===== config.mk =====
export PLATFORM = sky130hd
export DESIGN_NAME = lattice_conn_eval
export DESIGN_NICKNAME = d
export VERILOG_FILES = /design/src/rtl/lattice_pkg.sv /design/src/rtl/lattice_flood.sv /design/src/rtl/lattice_ctrl.sv /design/src/rtl/lattice_conn_eval.sv
export SDC_FILE = /design/constraint.sdc
export NUM_CORES = 1
export LEC_CHECK = 0
export ABC_CLOCK_PERIOD_IN_PS = 2100
export BUFFER_PORTS_ARGS = -buffer_cell sky130_fd_sc_hd__buf_2
export CAP_MARGIN = 10
export CORE_ASPECT_RATIO = 0.8
export CORE_MARGIN = 5
export CORE_UTILIZATION = 45
export CTS_CLUSTER_DIAMETER = 30
export DETAILED_ROUTE_END_ITERATION = 10
export HOLD_SLACK_MARGIN = 0.15
export PLACE_DENSITY = 0.72
export REMOVE_ABC_BUFFERS = 1
export SYNTH_ARGS = -nofsm -noshare
export SYNTH_HDL_FRONTEND = slang
export SYNTH_SLANG_ARGS = --single-unit

===== constraint.sdc =====
create_clock -name clk_i -period 2.1 [get_ports clk_i]
set_input_delay 0.42 -clock clk_i [delete_from_list [all_inputs] [get_ports clk_i]]
set_output_delay 0.42 -clock clk_i [all_outputs]
set_load 0.02 [all_outputs]

===== src/rtl/lattice_pkg.sv =====
package lattice_pkg;
  typedef enum logic {ST_IDLE, ST_RUN} lat_state_e;
  typedef enum logic {FLOW_TB, FLOW_LR} flow_dir_e;
endpackage


===== src/rtl/lattice_flood.sv =====
module lattice_flood
  import lattice_pkg::*;
#(
  parameter int        ROWS = 3,
  parameter int        COLS = 2,
  parameter flow_dir_e DIR  = FLOW_TB
) (
  input  logic                 clk_i,
  input  logic                 rst_ni,
  input  logic                 clear_i,
  input  logic                 step_i,
  input  logic [ROWS*COLS-1:0] cond_i,
  output logic                 stable_o,
  output logic                 hit_o
);
  localparam int N = ROWS * COLS;

  logic [N-1:0] reach_q, reach_d, seed, far, nb;

  for (genvar r = 0; r < ROWS; r++) begin : g_row
    for (genvar c = 0; c < COLS; c++) begin : g_col
      localparam int I  = r * COLS + c;
      localparam bit HN = (r > 0);
      localparam bit HS = (r < ROWS - 1);
      localparam bit HW = (c > 0);
      localparam bit HE = (c < COLS - 1);
      localparam int IN = HN ? I - COLS : I;
      localparam int IS = HS ? I + COLS : I;
      localparam int IW = HW ? I - 1 : I;
      localparam int IE = HE ? I + 1 : I;
      if (DIR == FLOW_TB) begin : g_tb
        assign seed[I] = (r == 0);
        assign far[I]  = (r == ROWS - 1);
      end else begin : g_lr
        assign seed[I] = (c == 0);
        assign far[I]  = (c == COLS - 1);
      end
      // edge neighbours only, no corner contact
      assign nb[I] = (HN & reach_q[IN]) | (HS & reach_q[IS]) |
                     (HW & reach_q[IW]) | (HE & reach_q[IE]);
    end
  end

  assign reach_d  = cond_i & (reach_q | seed | nb);
  assign stable_o = (reach_d == reach_q);
  assign hit_o    = |(reach_d & far);

  always_ff @(posedge clk_i or negedge rst_ni) begin
    if (!rst_ni)      reach_q <= '0;
    else if (clear_i) reach_q <= '0;
    else if (step_i)  reach_q <= reach_d;
  end
endmodule


===== src/rtl/lattice_ctrl.sv =====
module lattice_ctrl
  import lattice_pkg::*;
#(
  parameter int MAX_ITER = 6
) (
  input  logic clk_i,
  input  logic rst_ni,
  input  logic start_i,
  input  logic stable_i,
  output logic busy_o,
  output logic load_o,
  output logic step_o,
  output logic finish_o
);
  localparam int CW = $clog2(MAX_ITER + 1);

  lat_state_e    state_q;
  logic [CW-1:0] iter_q;

  assign busy_o   = (state_q == ST_RUN);
  assign load_o   = (state_q == ST_IDLE) && start_i;
  assign step_o   = busy_o;
  assign finish_o = step_o && (stable_i || iter_q == CW'(MAX_ITER - 1));

  always_ff @(posedge clk_i or negedge rst_ni) begin
    if (!rst_ni) begin
      state_q <= ST_IDLE;
      iter_q  <= '0;
    end else if (load_o) begin
      state_q <= ST_RUN;
      iter_q  <= '0;
    end else if (finish_o) begin
      state_q <= ST_IDLE;
    end else if (step_o) begin
      iter_q <= iter_q + 1'b1;
    end
  end
endmodule


===== src/rtl/lattice_conn_eval.sv =====
module lattice_conn_eval
  import lattice_pkg::*;
#(
  parameter int ROWS = 3,
  parameter int COLS = 2
) (
  input  logic                 clk_i,
  input  logic                 rst_ni,
  input  logic                 start_i,
  input  logic [ROWS*COLS-1:0] grid_i,
  input  logic                 check_en_i,
  output logic                 busy_o,
  output logic                 done_o,
  output logic                 tb_conn_o,
  output logic                 lr_conn_o,
  output logic                 dual_err_o
);
  localparam int N = ROWS * COLS;

  logic [N-1:0] grid_q, lr_cond;
  logic chk_q, load, step, finish;
  logic tb_stable, lr_stable, tb_hit, lr_hit;

  lattice_ctrl #(.MAX_ITER(N)) u_ctrl (
    .clk_i   (clk_i),
    .rst_ni  (rst_ni),
    .start_i (start_i),
    .stable_i(tb_stable & lr_stable),
    .busy_o  (busy_o),
    .load_o  (load),
    .step_o  (step),
    .finish_o(finish)
  );

  always_ff @(posedge clk_i or negedge rst_ni) begin
    if (!rst_ni) begin
      grid_q <= '0;
      chk_q  <= 1'b0;
    end else if (load) begin
      grid_q <= grid_i;
      chk_q  <= check_en_i;
    end
  end

  assign lr_cond = grid_q ^ {N{chk_q}};

  lattice_flood #(.ROWS(ROWS), .COLS(COLS), .DIR(FLOW_TB)) u_tb (
    .clk_i(clk_i), .rst_ni(rst_ni), .clear_i(load), .step_i(step),
    .cond_i(grid_q), .stable_o(tb_stable), .hit_o(tb_hit)
  );

  lattice_flood #(.ROWS(ROWS), .COLS(COLS), .DIR(FLOW_LR)) u_lr (
    .clk_i(clk_i), .rst_ni(rst_ni), .clear_i(load), .step_i(step),
    .cond_i(lr_cond), .stable_o(lr_stable), .hit_o(lr_hit)
  );

  always_ff @(posedge clk_i or negedge rst_ni) begin
    if (!rst_ni) begin
      done_o     <= 1'b0;
      tb_conn_o  <= 1'b0;
      lr_conn_o  <= 1'b0;
      dual_err_o <= 1'b0;
    end else begin
      done_o <= finish;
      if (finish) begin
        tb_conn_o  <= tb_hit;
        lr_conn_o  <= lr_hit;
        dual_err_o <= chk_q & (tb_hit == lr_hit);
      end
    end
  end
endmodule


==> metrics.cfg, run 1 <==
[layout]
seq_area_sq_um = 678
fin_util_pct = 51.5
layout.nets = 191
final_area_sq_um = 1780
drive_gt1_share_pct = 22.5
insertedDiodeCount = 0
num-fill-cells = 307
multi_input_area_sq_um = 841
syn_to_final_growth_pct = 9.48

[timing]
clock-skew-final_ns = 0.00155
whs_ns = 0.148
hold_viol = 0
slew_headroom_pct = 56.1
fin_ws_ns = 0.104
setup_viol = 0
slew_viol_final = 0
worst_slew_pin_slew_ns = 0.659
fin_crit_sh_pct = 95.0
tns_ns = 0
finalCriticalPeriod_ns = 2.00
rsz0062_at_grt = false
max_freq_mhz = 501

[flow_run]
maxCapViolCount = 0

[global_routing]
grt_pass1_wl_microns = 5830
grt_antenna_before_repair = 0
grt_overflow = 0
grt_max_degree = 28
grt_pass1_vias = 1280
grt.total_usage_pct = 14.6

[placed_design]
finalWeightedCongestion = 0.850
dp_slack_ns = 0.0540
post_dp_cell_area_sq_um = 1730
place_hpwl_microns = 2510
port-buffer-count = 14

[floorplan]
core_sq_um = 3450
die_w_microns = 77.1
die_h_microns = 63.7
num_rows = 19
die_area_sq_um = 4910
io_pins = 15
initial_core_util_pct = 47.1

[yosys]
synth_seq_cells = 27
synth_top_area_cell = dfrtp_1
avgSynthCellArea_sq_um = 9.84
netlist_instances = 165
async_flop_share_pct = 100
synth_commonest_cells = 27 x dfrtp_1, 16 x nand2b_1, 15 x nand2_1
ys_seq_area_share_pct = 41.6
yosys-top-cells-area = dfrtp_1 42%, nand2b_1 6.2%, o21ai_0 3.7%, mux2_2 3.5%, nand2_1 3.5%
yosysMostFrequentCell = dfrtp_1
synthFlopType = dfrtp_1
synth_cell_types = 41
synth_top_area_share_pct = 41.6
syn_area_sq_um = 1620
yosysWarningCount = 0
synth_edf_count = 0

[critical_path]
crit_chain = nor3_1 > o32a_1 > o311a_1 > nand4_4 > a21boi_4 > mux2_4
crit_required_ns = 2.26
end_kind = register
worst-path-max-fanout = 6
crit_type = reg2reg
critical_path.max_stage_delay_ns = 0.45
cp.arrival_ns = 2.15
crit_path_start_kind = register
crit_slowest_cell = dfrtp_1

[power]
peakVddDrop_mv = 0.863
leakagePower_nw = 0.771
power_density_nw_per_um2 = 1730

[clock_tree]
cts_root_buf = clkbuf_8
insertion_delay_ns = 0.27
htree_levels = 1
cts_tree = built
cts_made_buffers = 3
postCtsHoldBufs = 0
clk_pin_slew_ns = 0.09
clockBufferDepth = 2
clkSinkCount = 27
postCtsSetupBuffers = 0

[outcome]
status = completed

[routing]
totalWireLength_microns = 3320
firstDrtPassIters = 4
route.vias.total = 1210
routedWlPerCell_microns = 15.1
drc = 0
viasPerCell = 5.50
drtAntennaViolNets = 0
drtIter0Drc = 34

[min_path]
hold_class = in2async

[layout make-up]
| cell class | instances | share of cell area (%) |
|---|---|---|
| clock buffer | 4 | 2.54 |
| sequential | 27 | 38.2 |
| inverter | 10 | 2.11 |
| tap | 42 | 2.96 |
| timing repair buffer | 21 | 6.90 |
| multi-input combinational | 116 | 47.3 |
[state kept, by name (all words and copies together) (netlist names)]
| name | count |
|---|---|
| chk_q | 1 |
| u_lr.reach_q | 6 |
| u_ctrl.busy_o | 1 |
| lr_conn_o | 1 |
| u_tb.reach_q | 6 |
| grid_q | 6 |
| u_ctrl.iter_q | 3 |
| done_o | 1 |
| dual_err_o | 1 |
| tb_conn_o | 1 |
[critical path: cells and delay by family (launching register included)]
kind	cells	cell delay (ns)
simple gates	2	0.44
compound gates	3	0.67
flops	1	0.45
mux	1	0.33
[worst paths after layout]
check                                      start               end  slack, ns  cells past startpoint
worst max-delay path             u_tb.reach_q[2]         lr_conn_o       0.10                      6
worst min register to register  u_ctrl.iter_q[1]  u_ctrl.iter_q[1]       0.53                      1
worst min-delay path                      rst_ni         grid_q[4]       0.15                      1
worst max register to register   u_tb.reach_q[2]         lr_conn_o       0.10                      6
max in group asynchronous                 rst_ni             chk_q       1.53                      1
min in group clk_i                     grid_i[2]         grid_q[2]       0.36                      3
[metal layers]
metal  GRT usage [%]  part of all wire [%]
met1            18.7                    48
met2            24.8                    48
met3            3.13                   2.8
met4            4.08                   1.2
met5               0                     0
[cell families (layout without fill, tap and decap cells)]
logic type	after synthesis	after routing	synth area share, %
fa+ha+maj	2	2	1.54
flops	27	27	41.6
compound gates	39	39	17.8
xor+xnor	11	11	7.09
simple gates	54	54	18.2
mux	10	10	7.17
buf+inv	22	35	6.55
[stage by stage]
step,total power [mW],std cells
2_1_floorplan,2.32,153
3_3_place_gp,2.71,216
3_5_place_dp,2.79,216
4_1_cts,3.09,220
5_1_grt,3.34,220
6_report,3.07,220
[cells in the final DEF, fill, tap and decap left out, types with 2 or more instances in the layout]
master	netlist	layout
a21oi_1	5	5
a2bb2oi_1	2	2
a31oi_1	2	2
buf_2	3	14
buf_4	1	7
clkbuf_8	0	3
dfrtp_1	27	25
dfrtp_2	0	2
ha_1	2	2
inv_1	10	10
mux2_2	5	5
mux2_4	2	2
mux2i_1	3	3
nand2_1	15	15
nand2b_1	16	16
nand3_1	2	2
nor2_1	8	8
nor2b_1	3	3
nor3_1	5	5
o21ai_0	12	12
o22ai_1	5	5
o2bb2ai_1	2	2
o31ai_1	2	2
xnor2_1	5	5
xor2_1	5	5
[repair_timing]
action	CTS	global route
endpoints found under the hold margin	0	0
endpoints found under the setup margin	0	2
gates resized for setup	0	2
[where the power goes]
part	switching [mW]	leakage (nW)	internal [mW]
Clock	0.151	0.0228	0.136
Combinational	0.796	0.417	0.821
Sequential	0.406	0.332	0.764
Total	1.35	0.771	1.72
No activity file was read; power rests on OpenSTA's default activity.
==> inputs of run 2 (changes only) <==
--- a/config.mk
+++ b/config.mk
@@ -10,12 +10,11 @@
 export CAP_MARGIN = 10
 export CORE_ASPECT_RATIO = 0.8
 export CORE_MARGIN = 5
-export CORE_UTILIZATION = 45
+export CORE_UTILIZATION = 40
 export CTS_CLUSTER_DIAMETER = 30
 export DETAILED_ROUTE_END_ITERATION = 10
 export HOLD_SLACK_MARGIN = 0.15
-export PLACE_DENSITY = 0.72
-export REMOVE_ABC_BUFFERS = 1
+export PLACE_DENSITY = 0.66
 export SYNTH_ARGS = -nofsm -noshare
 export SYNTH_HDL_FRONTEND = slang
 export SYNTH_SLANG_ARGS = --single-unit
==> run 2 against run 1 <==
  * Global-route usage is 1.1 points lower
  * Power is 1.6% higher
  * Final area increased by 3.0%
  * Hold slack got worse by 0.012 ns
  * Combinational power is 4% higher
  * Setup slack got worse by 0.031 ns
  * Largest power group unchanged
  * Clock-buffer cell count down 1
  * Clock skew about the same
  * Via count is 2.0% higher
  * Sequential cell count is the same
==> metrics.cfg, run 2 (synthesized netlist as in run 1, its figures left out) <==
[flow_run]
maxCapViolCount = 0  ; unchanged

[timing]
slew_headroom_pct = 60.5  ; was 56.1%
fin_crit_sh_pct = 96.5  ; was 95.0%
rsz0062_at_grt = false  ; unchanged
hold_viol = 0  ; unchanged
slew_viol_final = 0  ; unchanged
clock-skew-final_ns = 0.00170  ; was 0.00155 ns
setup_viol = 0  ; unchanged
worst_slew_pin_slew_ns = 0.592  ; was 0.659 ns
max_freq_mhz = 493  ; was 501 MHz
tns_ns = 0  ; unchanged
finalCriticalPeriod_ns = 2.03  ; was 2.00 ns

[clock_tree]
htree_levels = 1  ; unchanged
cts_tree = built  ; unchanged
clk_pin_slew_ns = 0.09  ; about the same
clockBufferDepth = 2  ; unchanged
cts_root_buf = clkbuf_8  ; unchanged
insertion_delay_ns = 0.27  ; about the same
postCtsHoldBufs = 0  ; unchanged
clkSinkCount = 27  ; unchanged
cts_made_buffers = 3  ; unchanged

[floorplan]
num_rows = 20  ; was 19
die_w_microns = 81.2  ; was 77.1 microns
io_pins = 15  ; unchanged
core_sq_um = 3850  ; was 3450 sq um
die_h_microns = 67.0  ; was 63.7 microns
initial_core_util_pct = 42.1  ; was 47.1%
die_area_sq_um = 5440  ; was 4910 sq um

[layout]
layout_commonest_cell = dfrtp_1  ; unchanged
drive_gt1_share_pct = 25.4  ; was 22.5%
final_cell_mix = 25 x dfrtp_1, 16 x nand2b_1, 15 x nand2_1, 14 x buf_2, 12 x o21ai_0  ; unchanged
syn_to_final_growth_pct = 12.7  ; was 9.48%
fin_util_pct = 47.5  ; was 51.5%
layout.nets = 194  ; was 191
num-fill-cells = 375  ; was 307
insertedDiodeCount = 0  ; unchanged
largest_registers = grid_q: 6 flops, u_lr.reach_q: 6 flops, u_tb.reach_q: 6 flops  ; unchanged

[critical_path]
reg2reg_depth = 6  ; unchanged
worst-path-max-fanout = 6  ; unchanged
crit_required_ns = 2.27  ; was 2.26 ns
crit_path_start_kind = register  ; unchanged
crit_type = reg2reg  ; unchanged
cp.arrival_ns = 2.20  ; was 2.15 ns
end_kind = register  ; unchanged

[routing]
firstDrtPassIters = 4  ; unchanged
routedWlPerCell_microns = 13.9  ; was 15.1 microns
totalWireLength_microns = 3290  ; was 3320 microns
drc = 0  ; unchanged
drtIter0Drc = 73  ; was 34
viasPerCell = 5.23  ; was 5.50
drtAntennaViolNets = 0  ; unchanged
route.vias.total = 1234  ; was 1210

[min_path]
hold_class = in2async  ; unchanged

[yosys]
synth_fp_nets = 177

[power]
fin_total_pwr_mw = 3.12  ; was 3.07 mW
power_density_nw_per_um2 = 1710  ; was 1730 nW/um^2
peakVddDrop_mv = 0.862  ; was 0.863 mV
leakagePower_nw = 0.792  ; was 0.771 nW

[global_routing]
grt_pass1_wl_microns = 5690  ; was 5830 microns
grt_overflow = 0  ; unchanged
grt.total_usage_pct = 13.5  ; was 14.6%
grt_pass1_vias = 1168  ; was 1280
grt_antenna_before_repair = 0  ; unchanged
grt_max_degree = 28  ; unchanged

[placed_design]
place_hpwl_microns = 2450  ; was 2510 microns
port-buffer-count = 14  ; unchanged
finalWeightedCongestion = 0.894  ; was 0.850

[outcome]
status = completed  ; unchanged

-- run 2: cell count changes in the layout (fill, tap and decap cells not counted) --
| cell | previous run | this run |
|---|---|---|
| clkinvlp_4 | 0 | 1 |
| nor2_2 | 0 | 1 |
| xnor2_1 | 5 | 4 |
| xnor2_2 | 0 | 1 |
| clkbuf_1 | 1 | 0 |
| nor2_1 | 8 | 7 |
| buf_4 | 7 | 10 |
-- run 2: path summary, 6_finish.rpt --
path	to	from	slack, ns
setup / recovery	lr_conn_o	u_tb.reach_q[2]	0.07
setup reg to reg	lr_conn_o	u_tb.reach_q[2]	0.07
hold reg to reg	lr_conn_o	lr_conn_o	0.52
min in group clk_i	grid_q[0]	grid_i[0]	0.35
max in group asynchronous	chk_q	rst_ni	1.54
hold / removal	u_tb.reach_q[1]	rst_ni	0.14
-- run 2: metal layers --
metal	track usage, %	part of all wire (%)
met1	20.1	50
met2	19.8	44
met3	3.65	6.2
met4	1.90	0.24
met5	0	0
-- run 2: cell type report --
class                           instances  area (sq um)  share of cell area, %
Inverter                               10          37.5                   2.05
Timing Repair Buffer                   24           145                   7.93
Clock buffer                            3          41.3                   2.26
Multi-Input combinational cell        116           851                   46.5
Sequential cell                        27           678                   37.1
Clock inverter                          1          7.51                  0.410
Tap cell                               55          68.8                   3.76
-- run 2: per-stage QoR --
step                      hold slack [ns]  worst slack [ns]  instance area, sq um  instances
after floorplan                     0.124             0.154                  1620        165
after global placement              0.454            0.0793                  1750        230
after detailed placement            0.462            0.0327                  1750        230
after CTS                           0.152            0.0137                  1800        234
after global routing                0.201            0.0133                  1830        236
final                               0.136            0.0735                  1830        236
-- run 2: worst max-delay path, cell delays in order, from the launching register on --
cell and delay, ns:
dfrtp_1 0.46, nor3_1 0.30, o32a_1 0.22, o311a_1 0.22
nand4_4 0.13, a21boi_4 0.25, mux2_4 0.32
-- run 2: where the power goes --
group | internal [mW] | switching [mW] | leakage (nW)
Sequential | 0.764 | 0.381 | 0.332
Combinational | 0.853 | 0.822 | 0.439
Clock | 0.135 | 0.169 | 0.0217
Total | 1.75 | 1.37 | 0.792
-- run 2: repair_timing --
item / 4_1_cts / 5_1_grt
setup endpoints to repair: 0 / 3
buffers inserted: 0 / 2
gates resized for setup: 0 / 4
endpoints found under the hold margin: 0 / 0
==> inputs of run 3 (changes only) <==
--- a/config.mk
+++ b/config.mk
@@ -13,8 +13,10 @@
 export CORE_UTILIZATION = 40
 export CTS_CLUSTER_DIAMETER = 30
 export DETAILED_ROUTE_END_ITERATION = 10
+export GPL_TIMING_DRIVEN = 0
 export HOLD_SLACK_MARGIN = 0.15
 export PLACE_DENSITY = 0.66
+export SLEW_MARGIN = 0
 export SYNTH_ARGS = -nofsm -noshare
 export SYNTH_HDL_FRONTEND = slang
 export SYNTH_SLANG_ARGS = --single-unit
==> run 3 against run 2 <==
  * Via count up 3.9%
  * Core utilization up 0.19 points
  * Sequential share of layout area down 0.29 points
  * Final area up 0.41%
  * Maximum frequency down 1.1%
  * Setup slack lost 0.023 ns
  * Clock power is 4% higher
  * Final cell count is 2.1% higher
  * Critical path depth unchanged
  * Clock skew is 0.00080 ns higher
  * Sequential power decreased by 13%
  * Critical endpoint is now tb_conn_o
  * Largest cell class unchanged
  * Highest routed layer unchanged
==> metrics.cfg, run 3 (synthesized netlist as in run 1, its figures left out) <==
[outcome]
status = completed  ; unchanged

[floorplan]
initial_core_util_pct = 42.1  ; unchanged
core_sq_um = 3850  ; unchanged
num_rows = 20  ; unchanged
die_w_microns = 81.2  ; unchanged
die_area_sq_um = 5440  ; unchanged
die_h_microns = 67.0  ; unchanged
io_pins = 15  ; unchanged

[global_routing]
grt.total_usage_pct = 14.7  ; was 13.5%
top_usage_layer = met2  ; was met1
use_met1_pct = 21.1  ; was 20.1%
grt_overflow = 0  ; unchanged
grt_antenna_before_repair = 0  ; unchanged
grt_util_met2_pct = 22.5  ; was 19.8%
grt_pass1_wl_microns = 6110  ; was 5690 microns
gr-usage-met3_pct = 3.78  ; was 3.65%
grt_pass1_vias = 1241  ; was 1168
grt_max_degree = 28  ; unchanged

[flow_run]
maxCapViolCount = 0  ; unchanged

[layout]
largest_registers = grid_q: 6 flops, u_lr.reach_q: 6 flops, u_tb.reach_q: 6 flops  ; unchanged
insertedDiodeCount = 0  ; unchanged
layout.nets = 199  ; was 194
layout_commonest_cell = dfrtp_1  ; unchanged
final_area_sq_um = 1840  ; was 1830 sq um
drive_gt1_share_pct = 22.6  ; was 25.4%
final_cell_mix = 27 x dfrtp_1, 17 x buf_2, 16 x nand2b_1, 15 x nand2_1, 12 x o21ai_0  ; was 25 x dfrtp_1, 16 x nand2b_1, 15 x nand2_1, 14 x buf_2, 12 x o21ai_0
layout.cells.non_filler = 241  ; was 236
syn_to_final_growth_pct = 13.2  ; was 12.7%

[critical_path]
crit_buf_inv = 0  ; unchanged
crit_family = compound AO/OA/AOI/OAI gates  ; unchanged
worst-path-max-fanout = 6  ; unchanged
crit_required_ns = 2.27  ; about the same
critical_path.max_stage_delay_ns = 0.50  ; was 0.46 ns
crit_chain = nand2b_1 > o2111ai_1 > a2111oi_4 > nand4_4 > a21boi_4 > mux2_4  ; was nor3_1 > o32a_1 > o311a_1 > nand4_4 > a21boi_4 > mux2_4
crit_path_start_kind = register  ; unchanged
crit_slowest_cell = dfrtp_1  ; unchanged
crit_type = reg2reg  ; unchanged
end_kind = register  ; unchanged
cp.arrival_ns = 2.22  ; was 2.20 ns

[routing]
firstDrtPassIters = 4  ; unchanged
drc = 0  ; unchanged
routedWlPerCell_microns = 14.8  ; was 13.9 microns
drtAntennaViolNets = 0  ; unchanged
viasPerCell = 5.32  ; was 5.23
drtIter0Drc = 95  ; was 73
route.vias.total = 1282  ; was 1234
totalWireLength_microns = 3560  ; was 3290 microns

[timing]
worst_slew_pin_slew_ns = 0.613  ; was 0.592 ns
setup_viol = 0  ; unchanged
slew_headroom_pct = 59.1  ; was 60.5%
slew_viol_final = 0  ; unchanged
clock-skew-final_ns = 0.00250  ; was 0.00170 ns
hold_viol = 0  ; unchanged
fin_crit_sh_pct = 97.6  ; was 96.5%
max_freq_mhz = 488  ; was 493 MHz
finalCriticalPeriod_ns = 2.05  ; was 2.03 ns
fin_ws_ns = 0.0502  ; was 0.0735 ns

[clock_tree]
clk_pin_slew_ns = 0.10  ; was 0.09 ns
htree_levels = 1  ; unchanged
clkSinkCount = 27  ; unchanged
clockBufferDepth = 2  ; unchanged
insertion_delay_ns = 0.28  ; was 0.27 ns
cts_tree = built  ; unchanged
cts_root_buf = clkbuf_8  ; unchanged
postCtsHoldBufs = 0  ; unchanged
cts_made_buffers = 3  ; unchanged

[yosys]
synth_fp_nets = 177  ; unchanged

[placed_design]
dp_slack_ns = 0.0210  ; was 0.0327 ns
port-buffer-count = 14  ; unchanged
place_hpwl_microns = 2500  ; was 2450 microns
finalWeightedCongestion = 0.845  ; was 0.894
post_dp_cell_area_sq_um = 1760  ; was 1750 sq um
dp_cells = 234  ; was 230

[power]
power_density_nw_per_um2 = 1720  ; was 1710 nW/um^2
leakagePower_nw = 0.797  ; was 0.792 nW
power_frac_comb_pct = 58.8  ; was 53.6%
seqPwrFrac_pct = 31.3  ; was 36.6%
pwr-share-clk_pct = 10.0  ; was 9.7%
p_sw_share_pct = 44.4  ; was 43.9%
internal_power_mw = 1.76  ; was 1.75 mW
switchingPower_mw = 1.41  ; was 1.37 mW
peakVddDrop_mv = 0.822  ; was 0.862 mV

[min_path]
hold_class = in2async  ; unchanged

-- run 3: changes by cell type in the layout (fill, tap and decap cells not counted) --
cell / previous run / this run
clkinvlp_4: 1 / 0
buf_6: 0 / 2
xnor2_2: 1 / 0
buf_4: 10 / 5
xnor2_1: 4 / 5
inv_6: 0 / 1
nor2_2: 1 / 0
nor2_1: 7 / 8
dfrtp_1: 25 / 27
clkbuf_1: 0 / 5
buf_2: 14 / 17
dfrtp_2: 2 / 0
-- run 3: what timing repair did --
action,CTS,global route
setup endpoints to repair,2,2
pin swaps,1,3
gates resized for setup,0,3
buffers inserted,0,3
hold endpoints to repair,0,0
-- run 3: stage by stage --
stage	setup TNS, ns	hold WS (ns)	power (mW)	util, %
3_3_place_gp	0	0.462	2.75	45.7
6_report	0	0.141	3.17	47.7
2_1_floorplan	0	0.124	2.43	-
3_5_place_dp	0	0.480	2.82	45.7
5_1_grt	-0.00266	0.188	3.46	47.7
4_1_cts	0	0.161	3.16	47.0
-- run 3: worst paths after layout --
kind                       cells after the start  slack (ns)         endpoint       from
setup reg to reg                               6        0.05        tb_conn_o  grid_q[2]
min in group clk_i                             3        0.35        grid_q[2]  grid_i[2]
max in group asynchronous                      1        1.56  u_lr.reach_q[4]     rst_ni
hold reg to reg                                1        0.53        lr_conn_o  lr_conn_o
setup / recovery                               6        0.05        tb_conn_o  grid_q[2]
hold / removal                                 1        0.14  u_tb.reach_q[1]     rst_ni
-- run 3: final cells by class --
| cell class | count | area, sq um |
|---|---|---|
| Sequential cell | 27 | 676 |
| Clock inverter | 1 | 8.76 |
| Buffer | 12 | 71.3 |
| Fill cell | 361 | 2020 |
| Timing Repair Buffer | 17 | 92.6 |
| Clock buffer | 3 | 41.3 |
| Inverter | 10 | 37.5 |
| Tap cell | 55 | 68.8 |
| Multi-Input combinational cell | 116 | 841 |
-- run 3: power by group through the flow --
stage	Sequential (mW)	Combinational, mW	Clock, mW
final	0.991	1.86	0.315
after global routing	1.02	2.07	0.360
after CTS	0.986	1.84	0.336
after detailed placement	0.992	1.83	0
after global placement	0.979	1.77	0
after floorplan	0.985	1.45	0
-- run 3: routing by layer --
layer / vias up / routed length, microns
li1: 615 / -
met5: - / 0
met4: 0 / 10
met3: 2 / 285
met2: 46 / 1610
met1: 619 / 1650
